[config.mk]
export PLATFORM = sky130hd
export DESIGN_NAME = ccalu_unit
export DESIGN_NICKNAME = d
export VERILOG_FILES = /design/src/rtl/ccalu_pkg.sv /design/src/rtl/ccalu_arith.sv /design/src/rtl/ccalu_flag_gen.sv /design/src/rtl/ccalu_unit.sv
export SDC_FILE = /design/constraint.sdc
export NUM_CORES = 1
export LEC_CHECK = 0
export BUFFER_PORTS_ARGS = -buffer_cell sky130_fd_sc_hd__buf_2
export CAP_MARGIN = 40
export CELL_PAD_IN_SITES_DETAIL_PLACEMENT = 1
export CELL_PAD_IN_SITES_GLOBAL_PLACEMENT = 2
export CORE_MARGIN = 2
export CORE_UTILIZATION = 31
export DETAILED_ROUTE_END_ITERATION = 8
export PLACE_DENSITY = 0.87
export SKIP_LAST_GASP = 1
export SLEW_MARGIN = 20
export SYNTH_ARGS = -nofsm -noshare
export SYNTH_HDL_FRONTEND = slang
export SYNTH_SLANG_ARGS = --single-unit
[constraint.sdc]
create_clock -name clk -period 6.1 [get_ports clk]
set_input_delay 0.61 -clock clk [delete_from_list [all_inputs] [get_ports clk]]
set_output_delay 0.61 -clock clk [all_outputs]
set_load 0.005 [all_outputs]
[src/rtl/ccalu_pkg.sv]
package ccalu_pkg;

    localparam int DATA_W   = 64;
    localparam int NARROW_W = 32;
    localparam int OP_W     = 3;
    localparam int CC_W     = 4;

    typedef enum logic [OP_W-1:0] {
        OP_ADD  = 3'd0,
        OP_ADDC = 3'd1,
        OP_SUB  = 3'd2,
        OP_SUBC = 3'd3,
        OP_AND  = 3'd4,
        OP_OR   = 3'd5,
        OP_XOR  = 3'd6,
        OP_DIVF = 3'd7
    } alu_op_e;

    typedef struct packed {
        logic n;
        logic z;
        logic v;
        logic c;
    } cc_t;

    localparam cc_t CC_CLEAR = '{n: 1'b0, z: 1'b0, v: 1'b0, c: 1'b0};

    function automatic logic op_is_sub(alu_op_e op);
        return (op == OP_SUB) || (op == OP_SUBC);
    endfunction

    function automatic logic op_is_add(alu_op_e op);
        return (op == OP_ADD) || (op == OP_ADDC);
    endfunction

    function automatic logic op_takes_carry(alu_op_e op);
        return (op == OP_ADDC) || (op == OP_SUBC);
    endfunction

    function automatic logic op_is_logic(alu_op_e op);
        return (op == OP_AND) || (op == OP_OR) || (op == OP_XOR);
    endfunction

endpackage

[src/rtl/ccalu_arith.sv]
module ccalu_arith
    import ccalu_pkg::*;
#(
    parameter int W = DATA_W
) (
    input  alu_op_e      op,
    input  logic [W-1:0] a,
    input  logic [W-1:0] b,
    input  logic         cin,
    output logic [W:0]   ext
);
    localparam int EW = W + 1;

    logic [EW-1:0] a_x;
    logic [EW-1:0] b_x;
    logic [EW-1:0] c_x;

    always_comb begin
        a_x = {1'b0, a};
        b_x = {1'b0, b};
        c_x = {{W{1'b0}}, op_takes_carry(op) ? cin : 1'b0};
        unique case (op)
            OP_ADD, OP_ADDC: ext = a_x + b_x + c_x;
            OP_SUB, OP_SUBC: ext = a_x - b_x - c_x;
            OP_AND:          ext = a_x & b_x;
            OP_OR:           ext = a_x | b_x;
            OP_XOR:          ext = a_x ^ b_x;
            default:         ext = a_x;
        endcase
    end
endmodule

[src/rtl/ccalu_flag_gen.sv]
module ccalu_flag_gen
    import ccalu_pkg::*;
#(
    parameter int W         = NARROW_W,
    parameter bit HAS_DIV_V = 1'b1
) (
    input  alu_op_e      op,
    input  logic [W-1:0] a,
    input  logic [W-1:0] b,
    input  logic [W-1:0] r,
    input  logic         carry_out,
    input  logic         div_ovf,
    output cc_t          cc
);
    logic [W-1:0] ovf_add_vec;
    logic [W-1:0] ovf_sub_vec;

    always_comb begin
        ovf_add_vec = ~(a ^ b) & (a ^ r);
        ovf_sub_vec = (a ^ b) & (a ^ r);
        cc   = CC_CLEAR;
        cc.n = r[W-1];
        cc.z = (r == '0);
        if (op_is_add(op)) begin
            cc.c = carry_out;
            cc.v = ovf_add_vec[W-1];
        end else if (op_is_sub(op)) begin
            cc.c = carry_out;
            cc.v = ovf_sub_vec[W-1];
        end else if (op == OP_DIVF) begin
            cc.v = HAS_DIV_V ? div_ovf : 1'b0;
        end
    end
endmodule

[src/rtl/ccalu_unit.sv]
module ccalu_unit
    import ccalu_pkg::*;
(
    input  logic              clk,
    input  logic              rst,
    input  logic              valid_i,
    input  logic [OP_W-1:0]   op_i,
    input  logic [DATA_W-1:0] opa_i,
    input  logic [DATA_W-1:0] opb_i,
    input  logic              carry_i,
    input  logic              div_ovf_i,
    output logic [DATA_W-1:0] result_o,
    output logic [CC_W-1:0]   cc_lo_o,
    output logic [CC_W-1:0]   cc_hi_o
);
    localparam int NUM_VIEWS = 2;

    alu_op_e           op;
    logic [DATA_W:0]   ext;
    logic [NUM_VIEWS-1:0] view_carry;
    cc_t               view_cc [NUM_VIEWS];

    logic [DATA_W-1:0] result_q;
    cc_t               cc_lo_q;
    cc_t               cc_hi_q;

    assign op = alu_op_e'(op_i);

    ccalu_arith #(.W(DATA_W)) u_arith (
        .op  (op),
        .a   (opa_i),
        .b   (opb_i),
        .cin (carry_i),
        .ext (ext)
    );

    // Carry (or borrow) out of the narrow slice is recovered from the wide
    // sum: the bit-NARROW_W sum equals a ^ b ^ incoming carry for both add
    // and subtract, so the incoming carry is the xor of the three.
    assign view_carry[0] = opa_i[NARROW_W] ^ opb_i[NARROW_W] ^ ext[NARROW_W];
    assign view_carry[1] = ext[DATA_W];

    generate
        for (genvar gi = 0; gi < NUM_VIEWS; gi++) begin : g_view
            localparam int VW = (gi == 0) ? NARROW_W : DATA_W;
            ccalu_flag_gen #(
                .W         (VW),
                .HAS_DIV_V (gi == 0)
            ) u_flags (
                .op        (op),
                .a         (opa_i[VW-1:0]),
                .b         (opb_i[VW-1:0]),
                .r         (ext[VW-1:0]),
                .carry_out (view_carry[gi]),
                .div_ovf   (div_ovf_i),
                .cc        (view_cc[gi])
            );
        end
    endgenerate

    always_ff @(posedge clk) begin
        if (rst) begin
            result_q <= '0;
            cc_lo_q  <= CC_CLEAR;
            cc_hi_q  <= CC_CLEAR;
        end else if (valid_i) begin
            result_q <= ext[DATA_W-1:0];
            cc_lo_q  <= view_cc[0];
            cc_hi_q  <= view_cc[1];
        end
    end

    assign result_o = result_q;
    assign cc_lo_o  = cc_lo_q;
    assign cc_hi_o  = cc_hi_q;

    AST_HOLD_WHEN_IDLE: assert property (@(posedge clk) disable iff (rst)
        !valid_i |=> ($stable(result_o) && $stable(cc_lo_o) && $stable(cc_hi_o)));

    AST_ZERO_NESTING: assert property (@(posedge clk) disable iff (rst)
        cc_hi_o[2] |-> cc_lo_o[2]);

    AST_ADD_ZERO_B_NO_CV: assert property (@(posedge clk) disable iff (rst)
        (valid_i && op_i == 3'd0 && opb_i == '0) |=> (cc_lo_o[1:0] == 2'b00 && cc_hi_o[1:0] == 2'b00));

    AST_LOGIC_CLEARS_VC: assert property (@(posedge clk) disable iff (rst)
        (valid_i && (op_i == 3'd4 || op_i == 3'd5 || op_i == 3'd6))
            |=> (cc_lo_o[1:0] == 2'b00 && cc_hi_o[1:0] == 2'b00));

    AST_DIV_WIDE_NO_VC: assert property (@(posedge clk) disable iff (rst)
        (valid_i && op_i == 3'd7) |=> (cc_hi_o[1:0] == 2'b00 && cc_lo_o[0] == 1'b0));

    AST_DIV_PASSES_QUOTIENT: assert property (@(posedge clk) disable iff (rst)
        (valid_i && op_i == 3'd7) |=> (result_o == $past(opa_i)));

endmodule

# Word level (Yosys, flattened, before mapping)
# Index checks and enable logic that the tools add are counted.
classes:
  add_sub_neg: 4
  multipliers: 0
  div_mod_pow: 0
  magnitude_cmp: 0
  eq_ne: 7
  n_shift: 0
  n_mux: 9
  bitwise: 15
  n_reduce_logical: 8
ops:
  columns: ["cell", "count"]
  rows:
  - ["65-bit one-hot mux with 5 select lines", 1]
  - ["64-bit bitwise AND", 3]
  - ["64-bit XOR", 3]
  - ["64-bit by 64-bit adder with 65-bit output", 1]
  - ["65-bit by 1-bit adder with 65-bit output", 1]
  - ["64-bit by 64-bit subtractor with 65-bit output", 1]
  - ["65-bit by 1-bit subtractor with 65-bit output", 1]
  - ["32-bit bitwise AND", 2]
  - ["64-bit logical NOT", 1]
  - ["64-bit NOT", 1]
  - ["64-bit bitwise OR", 1]
  - ["32-bit XOR", 2]
  - ["32-bit logical NOT", 1]
  - ["32-bit NOT", 1]
  - ["3-bit == test (second input constant)", 4]
  - ["3-bit by 2-bit == test with 1-bit output (second input constant)", 2]
  - ["1-bit two-way mux", 6]
  - ["2-bit two-way mux", 2]
  - ["2-bit OR reduction", 2]
  - ["3-bit by 1-bit == test with 1-bit output (second input constant)", 1]
  - ["3-bit logical NOT", 1]
  - ["1-bit logical OR", 3]
  - ["1-bit XOR", 2]
totals:
  reg_bits: 72
  latchBits: 0
  ramBits: 0
  romBits: 0
  output_inout_bits: 72
  wordCells: 52
  memories: 0

# Logic depth before layout (Yosys ltp)
# Gate-level depths: netlist (run 1).
depth:
  depth_word: 9
  ltp_mapped: 25
  mapped_depth_nobuf: 20

# By module
# A second synthesis (run 1) with hierarchy kept.
unflattened:
  hier_cells: 2215
  hier_area_um2: 15686.3
modules_own_cells:
  columns: ["mod", "instances", "cells_each", "area_per_inst_um2"]
  rows:
  - ["ccalu_arith", 1, 1934, 12736.0]
  - ["ccalu_unit", 1, 234, 2597.5]
  - ["ccalu_flag_gen at g_view[1].u_flags", 1, 28, 211.5]
  - ["ccalu_flag_gen at g_view[0].u_flags", 1, 19, 141.4]

# Worst setup path after synthesis (run 1)
# Ideal clock, no wire load.
synth_timing:
  kind: "input -> register"
  start: "input port op_i[0]"
  end: "register cc_hi_q (netlist bit cc_hi_o[2])"
  setup_ns: 0.069
  t_arrival_ns: 6.297
  required_ns: 6.031
  path_slack_ns: -0.266
  stages: 25
  n_path_buf: 6
  cell_sequence: "buf_6 > buf_2 > buf_1 > clkbuf_1 > buf_1 > clkbuf_1 > nand3_1 > inv_1 > fa_1 > inv_1 > ha_1 > nor2_1 > fa_1 > nand2b_1 > a21oi_1 > xnor2_1 > a22oi_1 > o21ai_1 > or4_1 > or4b_1 > or4b_1 > nor4_2 > o2111ai_1 > or4_1 > o21ai_1"
synth_via:
  elab_chain_cells: 6
  word_cells_on_any_way: 15
  classes_between: "2 x add/sub; 6 x eq/ne; 2 x mux; 5 x reduce/logical"
synth_rtl:
  columns: ["element", "line", "text"]
  rows:
  - ["from (decl)", "ccalu_unit.sv:7", "input logic [OP_W-1:0] op_i,"]
  - ["3-bit by 1-bit == test with 1-bit output or 3-bit by 2-bit == test with 1-bit output (tied branches)", "ccalu_pkg.sv:37, ccalu_arith.sv:22", null]
  - ["1-bit logical OR", "ccalu_pkg.sv:37", "return (op == OP_ADDC) || (op == OP_SUBC);"]
  - ["1-bit two-way mux", "ccalu_arith.sv:21", "c_x = {{W{1'b0}}, op_takes_carry(op) ? cin : 1'b0};"]
  - ["65-bit by 1-bit subtractor with 65-bit output or 65-bit by 1-bit adder with 65-bit output (tied branches)", "ccalu_arith.sv:24, ccalu_arith.sv:23", null]
  - ["65-bit one-hot mux with 5 select lines (*)", "ccalu_arith.sv:22", "unique case (op)"]
  - ["64-bit logical NOT (*)", "ccalu_flag_gen.sv:23", "cc.z = (r == '0);"]
  - ["to (signal assigned)", "ccalu_unit.sv:69", "cc_hi_q <= view_cc[1];"]
  - ["to (decl)", "ccalu_unit.sv:25", "cc_t cc_hi_q;"]
# Mark *: on every way between the ends. The rest lies on a longest branch, timed or not.
# A chain may end at the register's enable or synchronous reset.

# Worst setup path after layout (run 1)
layout_timing:
  start: "input port op_i[2]"
  end: "register cc_hi_q (netlist bit cc_hi_o[2])"
# Same word-level chain as after synthesis.

==> impl_metrics.ini, run 1 <==
[clocking]
path_clk_slew_ps = 70
clk_latency_ps = 350
cts_setup_buffers = 0
cts.sinks = 70
cts_tree = yes
cts_made_buffers = 9
htreeDepth = 3
ctsLongestPathBuffers = 2
cts_hold_buffers = 0
clockRootBuffer = clkbuf_16
cts_resized = 0

[floorplanning]
core_sq_mm = 0.05266
start_util = 0.3136
die_h_um = 234.8
die_w_um = 234.8
die_area_sq_mm = 0.05513
rows = 84
io_pins = 208

[route]
antenna_left = 0
dr.pass1.iters = 6
viasPerCell = 6.083
drt_wl_total_um = 84530
drtIter0Drc = 1328
vias = 19650
drc_errors = 0
wl_per_cell_um = 26.17

[logic_synthesis]
synthTopCellsByArea = ha_1 (19%), dfxtp_1 (8.5%), a21oi_1 (7.3%)
synth-edff-count = 0
synth_flop_cell = dfxtp_1
synth_common_cells = ha_1 (254), a21oi_1 (241), inv_1 (234)
synthArstFlopShare = 0
syn-num-nets = 2807
netlist.area_leader.share = 0.1925
synth_top_area_cell = ha_1
ys_warn_count = 0
synthesis.area_sq_mm = 0.01651
syn_avg_cell_area_sq_um = 6.843
synthCells = 2413
yosys_register_bits = 70
ys_seq_area_frac = 0.08486
synthMostInstantiatedCell = ha_1
synthDistinctLibCells = 83

[status]
status = complete, no violations

[timing]
max_clock_freq_mhz = 177.9
fin_skew_ps = 0
setup_tns_ps = 0
period_share = 0.9217
finalMaxSlewViolations = 0
rsz0062_at_grt = false
worst_slew_pin_slew_ps = 893.4
setup_viol = 0
slew_headroom = 0.3981
period_minus_slack_ps = 5622
hold_violations = 0

[worst_setup_path]
crit_family = simple AND/OR/NAND/NOR gates
cp.buffers_inverters = 4
worst_path_most_repeated_cell = a21oi_1
max_stage_delay_ps = 770
cp.depth = 21
end_kind = register
reg2reg_to = result_o[46]$_SDFFE_PP0P_
slowest_stage = o31ai_1
worst_setup_path_start_kind = primary input
rr_worst_depth = 3
cp_data_required_time_ps = 6390
timing.rr.start = result_o[46]$_SDFFE_PP0P_
critical_path_class = in -> reg
crit_chain = buf_2 -> inv_2 -> nand3_1 -> inv_1 -> fa_1 -> inv_1 -> ha_1 -> nor2_1 -> fa_1 -> nand2b_1 -> a21oi_1 -> or4_1 -> nand3_1 -> a21oi_1 -> o31ai_1 -> xnor2_1 -> o221ai_1 -> a21oi_1 -> or4bb_1 -> or4_1 -> o21ai_1
worst-path-max-fanout = 3
cp.arrival_ps = 5910
crit_start = op_i[2]
ff2ff_setup_slack_ps = 5210

[pwr]
ir_drop_mv = 0.1000
p_per_area_mw_per_mm2 = 175.2
leakage_nw = 8.313
p_total_w = 0.003253

[place]
portBuffers = 207
place_hpwl_um = 69290
gp_congestion = 1.008

[grt]
grt_usage = 0.2960
antenna_found_initial = 0
grt_max_degree = 71
grt_pass1_wl_um = 126800
grt_pass1_vias = 20210
grt_overflow_total = 0

[final_layout]
antennaDiodeCount = 0
post-route-util = 0.3527
nets = 2931
drive_gt1_frac = 0.1369
syn2layout_area_growth_pct = 12.47

[min_path]
hold_class = reg -> reg
holdPathEnd = result_o[52]$_SDFFE_PP0P_
whs_path_depth = 2
worstHoldStart = result_o[52]$_SDFFE_PP0P_

[flow_run]
maxCapViolCount = 0
## worst min-delay path, cell delays in order (launching register included)
cell and delay [ps]:
dfxtp_1 310, nand2_1 60, a21oi_1 50
## worst max path at each step
stage,slack (ps),to
after global placement,210,cc_hi_o[2]$_SDFFE_PP0P_
after global routing,240,cc_hi_o[2]$_SDFFE_PP0P_
after CTS,580,cc_hi_o[2]$_SDFFE_PP0P_
final,480,cc_hi_o[2]$_SDFFE_PP0P_
after floorplan,60,cc_hi_o[2]$_SDFFE_PP0P_
after detailed placement,220,cc_hi_o[2]$_SDFFE_PP0P_
## cell type report
| type | instances | area, sq um |
|---|---|---|
| tap | 688 | 860.8 |
| timing repair buffer | 261 | 1469 |
| clock inverter | 7 | 80.08 |
| multi-input combinational | 1959 | 13650 |
| clock buffer | 9 | 225.2 |
| sequential | 70 | 1401 |
| inverter | 236 | 885.9 |
| fill | 6723 | 34080 |
## layer usage
layer	track usage	part of all wire	wire length (um)	vias to the layer above
li1	-	-	-	8943
met1	0.3570	0.41	34680	9757
met2	0.5104	0.47	40140	732
met3	0.03254	0.050	4259	216
met4	0.1671	0.064	5452	0
met5	0	0	0	-
## power breakdown
| group | internal, W | total (W) | leakage (nW) | switching, W |
|---|---|---|---|---|
| registers | 0.000500 | 0.000532 | 0.578 | 0.0000322 |
| logic | 0.000742 | 0.00217 | 7.59 | 0.00142 |
| clock network | 0.000323 | 0.000555 | 0.149 | 0.000231 |
| total | 0.00157 | 0.00325 | 8.31 | 0.00169 |
## layout by cell type, fill, tap and decap left out, types with 59 or more instances in the layout
cell | netlist | layout
inv_1 | 234 | 234
ha_1 | 254 | 254
nor2_1 | 219 | 216
a211oi_1 | 59 | 59
buf_2 | 8 | 209
dfxtp_1 | 70 | 70
o21ai_0 | 149 | 149
a21oi_1 | 241 | 241
nand2_1 | 220 | 220
nand4_1 | 74 | 74
## flip-flops by register name, indices dropped and copies added (netlist names)
| signal | cells |
|---|---|
| cc_hi_o | 3 |
| cc_lo_o | 3 |
| result_o | 64 |
## kinds of logic (layout without fill, tap and decap cells)
group                    Yosys count  count (layout)  share of synthesized area
buffers and inverters            384             513                    0.08933
XOR/XNOR                          77              77                    0.04084
AO/OA/AOI/OAI                    781             781                     0.3051
multiplexers                      88              88                    0.06524
AND/OR/NAND/NOR                  755             755                     0.2173
flip-flops                        70              70                    0.08486
adder cells (fa/ha/maj)          258             258                     0.1973
## metrics by stage
| step | worst slack, ps | hold slack, ps | instance area [sq um] | cells |
|---|---|---|---|---|
| after floorplan | 62.70 | 457.4 | 16520 | 2413 |
| after global placement | 209.4 | 461.4 | 18230 | 3210 |
| after detailed placement | 220.2 | 459.6 | 18260 | 3213 |
| after CTS | 577.1 | 469.7 | 18570 | 3229 |
| after global routing | 242.5 | 503.9 | 18570 | 3230 |
| final | 477.9 | 467.2 | 18570 | 3230 |
Power figures use the tool's default switching activity.
==> run 2, diff against run 1 <==
RECOVER_POWER = 100   (was default)
==> impl_metrics.ini, run 2 (synthesis gave the netlist of run 1 again) <==
[timing]
max_clock_freq_mhz = 173.8
hold_violations = 0
finalMaxSlewViolations = 0
fin_skew_ps = 0
worst_hold_slack_ps = 470.0
period_minus_slack_ps = 5755
setup_tns_ps = 0
slew_headroom = 0.3995
rsz0062_at_grt = false
setup_viol = 0
worst_slew_pin_slew_ps = 893.1
period_share = 0.9434

[final_layout]
mostFrequentLayoutCells = ha_1 (254), a21oi_1 (241), inv_1 (235)
fin_area_sq_mm = 0.01847
largest_reg_flops = 64
final_common_cell = ha_1
antennaDiodeCount = 0
drive_gt1_frac = 0.1141
syn2layout_area_growth_pct = 11.83
nets = 2931

[clocking]
cts.sinks = 70
clockRootBuffer = clkbuf_16
cts_made_buffers = 9
cts_hold_buffers = 0
path_clk_slew_ps = 70
cts_tree = yes
htreeDepth = 3
cts_resized = 0
ctsLongestPathBuffers = 2
cts_setup_buffers = 0
clk_latency_ps = 350

[pwr]
ir_drop_mv = 0.09949
power_frac_comb = 0.664
p_switching_w = 0.001680
p_total_w = 0.003229
leakage_nw = 8.110
p_sw_frac = 0.5204
pwr-share-seq = 0.165
clkPwrFrac = 0.171
p_per_area_mw_per_mm2 = 174.8
p_int_w = 0.001549

[floorplanning]
die_w_um = 234.8
die_area_sq_mm = 0.05513
start_util = 0.3136
die_h_um = 234.8
core_sq_mm = 0.05266
io_pins = 208
rows = 84

[grt]
grt_pass1_vias = 20210
grt_usage = 0.2960
grt_max_degree = 71
grt_pass1_wl_um = 126800
antenna_found_initial = 0
grt_overflow_total = 0

[place]
portBuffers = 207
place_hpwl_um = 69290
place_area_sq_mm = 0.01826
gp_congestion = 1.008

[worst_setup_path]
cp.arrival_ps = 6040
worst-path-max-fanout = 10
critical_path_class = in -> reg
rr_worst_depth = 3
worst_setup_path_start_kind = primary input
end_kind = register
cp_data_required_time_ps = 6380

[status]
status = complete, no violations

[route]
dr.pass1.iters = 5
antenna_left = 0
viasPerCell = 6.090
wl_per_cell_um = 26.14
vias = 19670
drt_wl_total_um = 84450
drc_errors = 0
drtIter0Drc = 1400

[min_path]
whs_path_depth = 2
hold_class = reg -> reg

[flow_run]
maxCapViolCount = 0
-- run 2: layout make-up --
class                   count  area [sq um]
well taps                 688         860.8
fillers                  6761         34190
clock inverters             7         80.08
repair buffers            261          1381
inverters                 236         885.9
flip-flops and latches     70          1401
clock buffers               9         225.2
multi-input cells        1959         13630
-- run 2: power by group through the flow --
stage	Clock [W]	Sequential, W	Combinational, W
finish	0.000553	0.000533	0.00214
global route	0.000583	0.000536	0.00230
CTS	0.000564	0.000533	0.00212
detailed placement	0	0.000542	0.00211
global placement	0	0.000542	0.00207
floorplan	0	0.000534	0.00134
-- run 2: worst paths after layout --
kind,from,endpoint,slack (ps)
worst max-delay path,opa_i[31],cc_hi_o[2]$_SDFFE_PP0P_,350
worst min-delay path,result_o[52]$_SDFFE_PP0P_,result_o[52]$_SDFFE_PP0P_,470
worst max register to register,result_o[46]$_SDFFE_PP0P_,result_o[46]$_SDFFE_PP0P_,5200
worst min register to register,result_o[52]$_SDFFE_PP0P_,result_o[52]$_SDFFE_PP0P_,470
-- run 2: metrics by stage --
stage                     cells    util  setup slack (ps)
after floorplan            2413       -             62.70
after global routing       3230  0.3507             154.5
after CTS                  3229  0.3526             577.1
final                      3230  0.3507             345.3
after global placement     3210  0.3461             209.4
after detailed placement   3213  0.3468             220.2
-- run 2: worst max-delay path: stages --
cell and delay [ps]:
buf_2 130, inv_1 70, ha_1 400, buf_4 220, ha_1 480, nand4_1 180
or4_4 620, a2111oi_4 330, a211oi_1 260, o31ai_1 740, a2111oi_0 230, a31oi_1 260
a31oi_1 250, or4bb_1 590, or4_1 500, o21ai_0 170
-- run 2: metal layers --
layer	vias to the layer above	share of wire	global-route usage
met1	9705	0.40	0.3570
met3	236	0.055	0.03254
li1	8945	-	-
met5	-	0	0
met2	784	0.47	0.5104
met4	0	0.068	0.1671
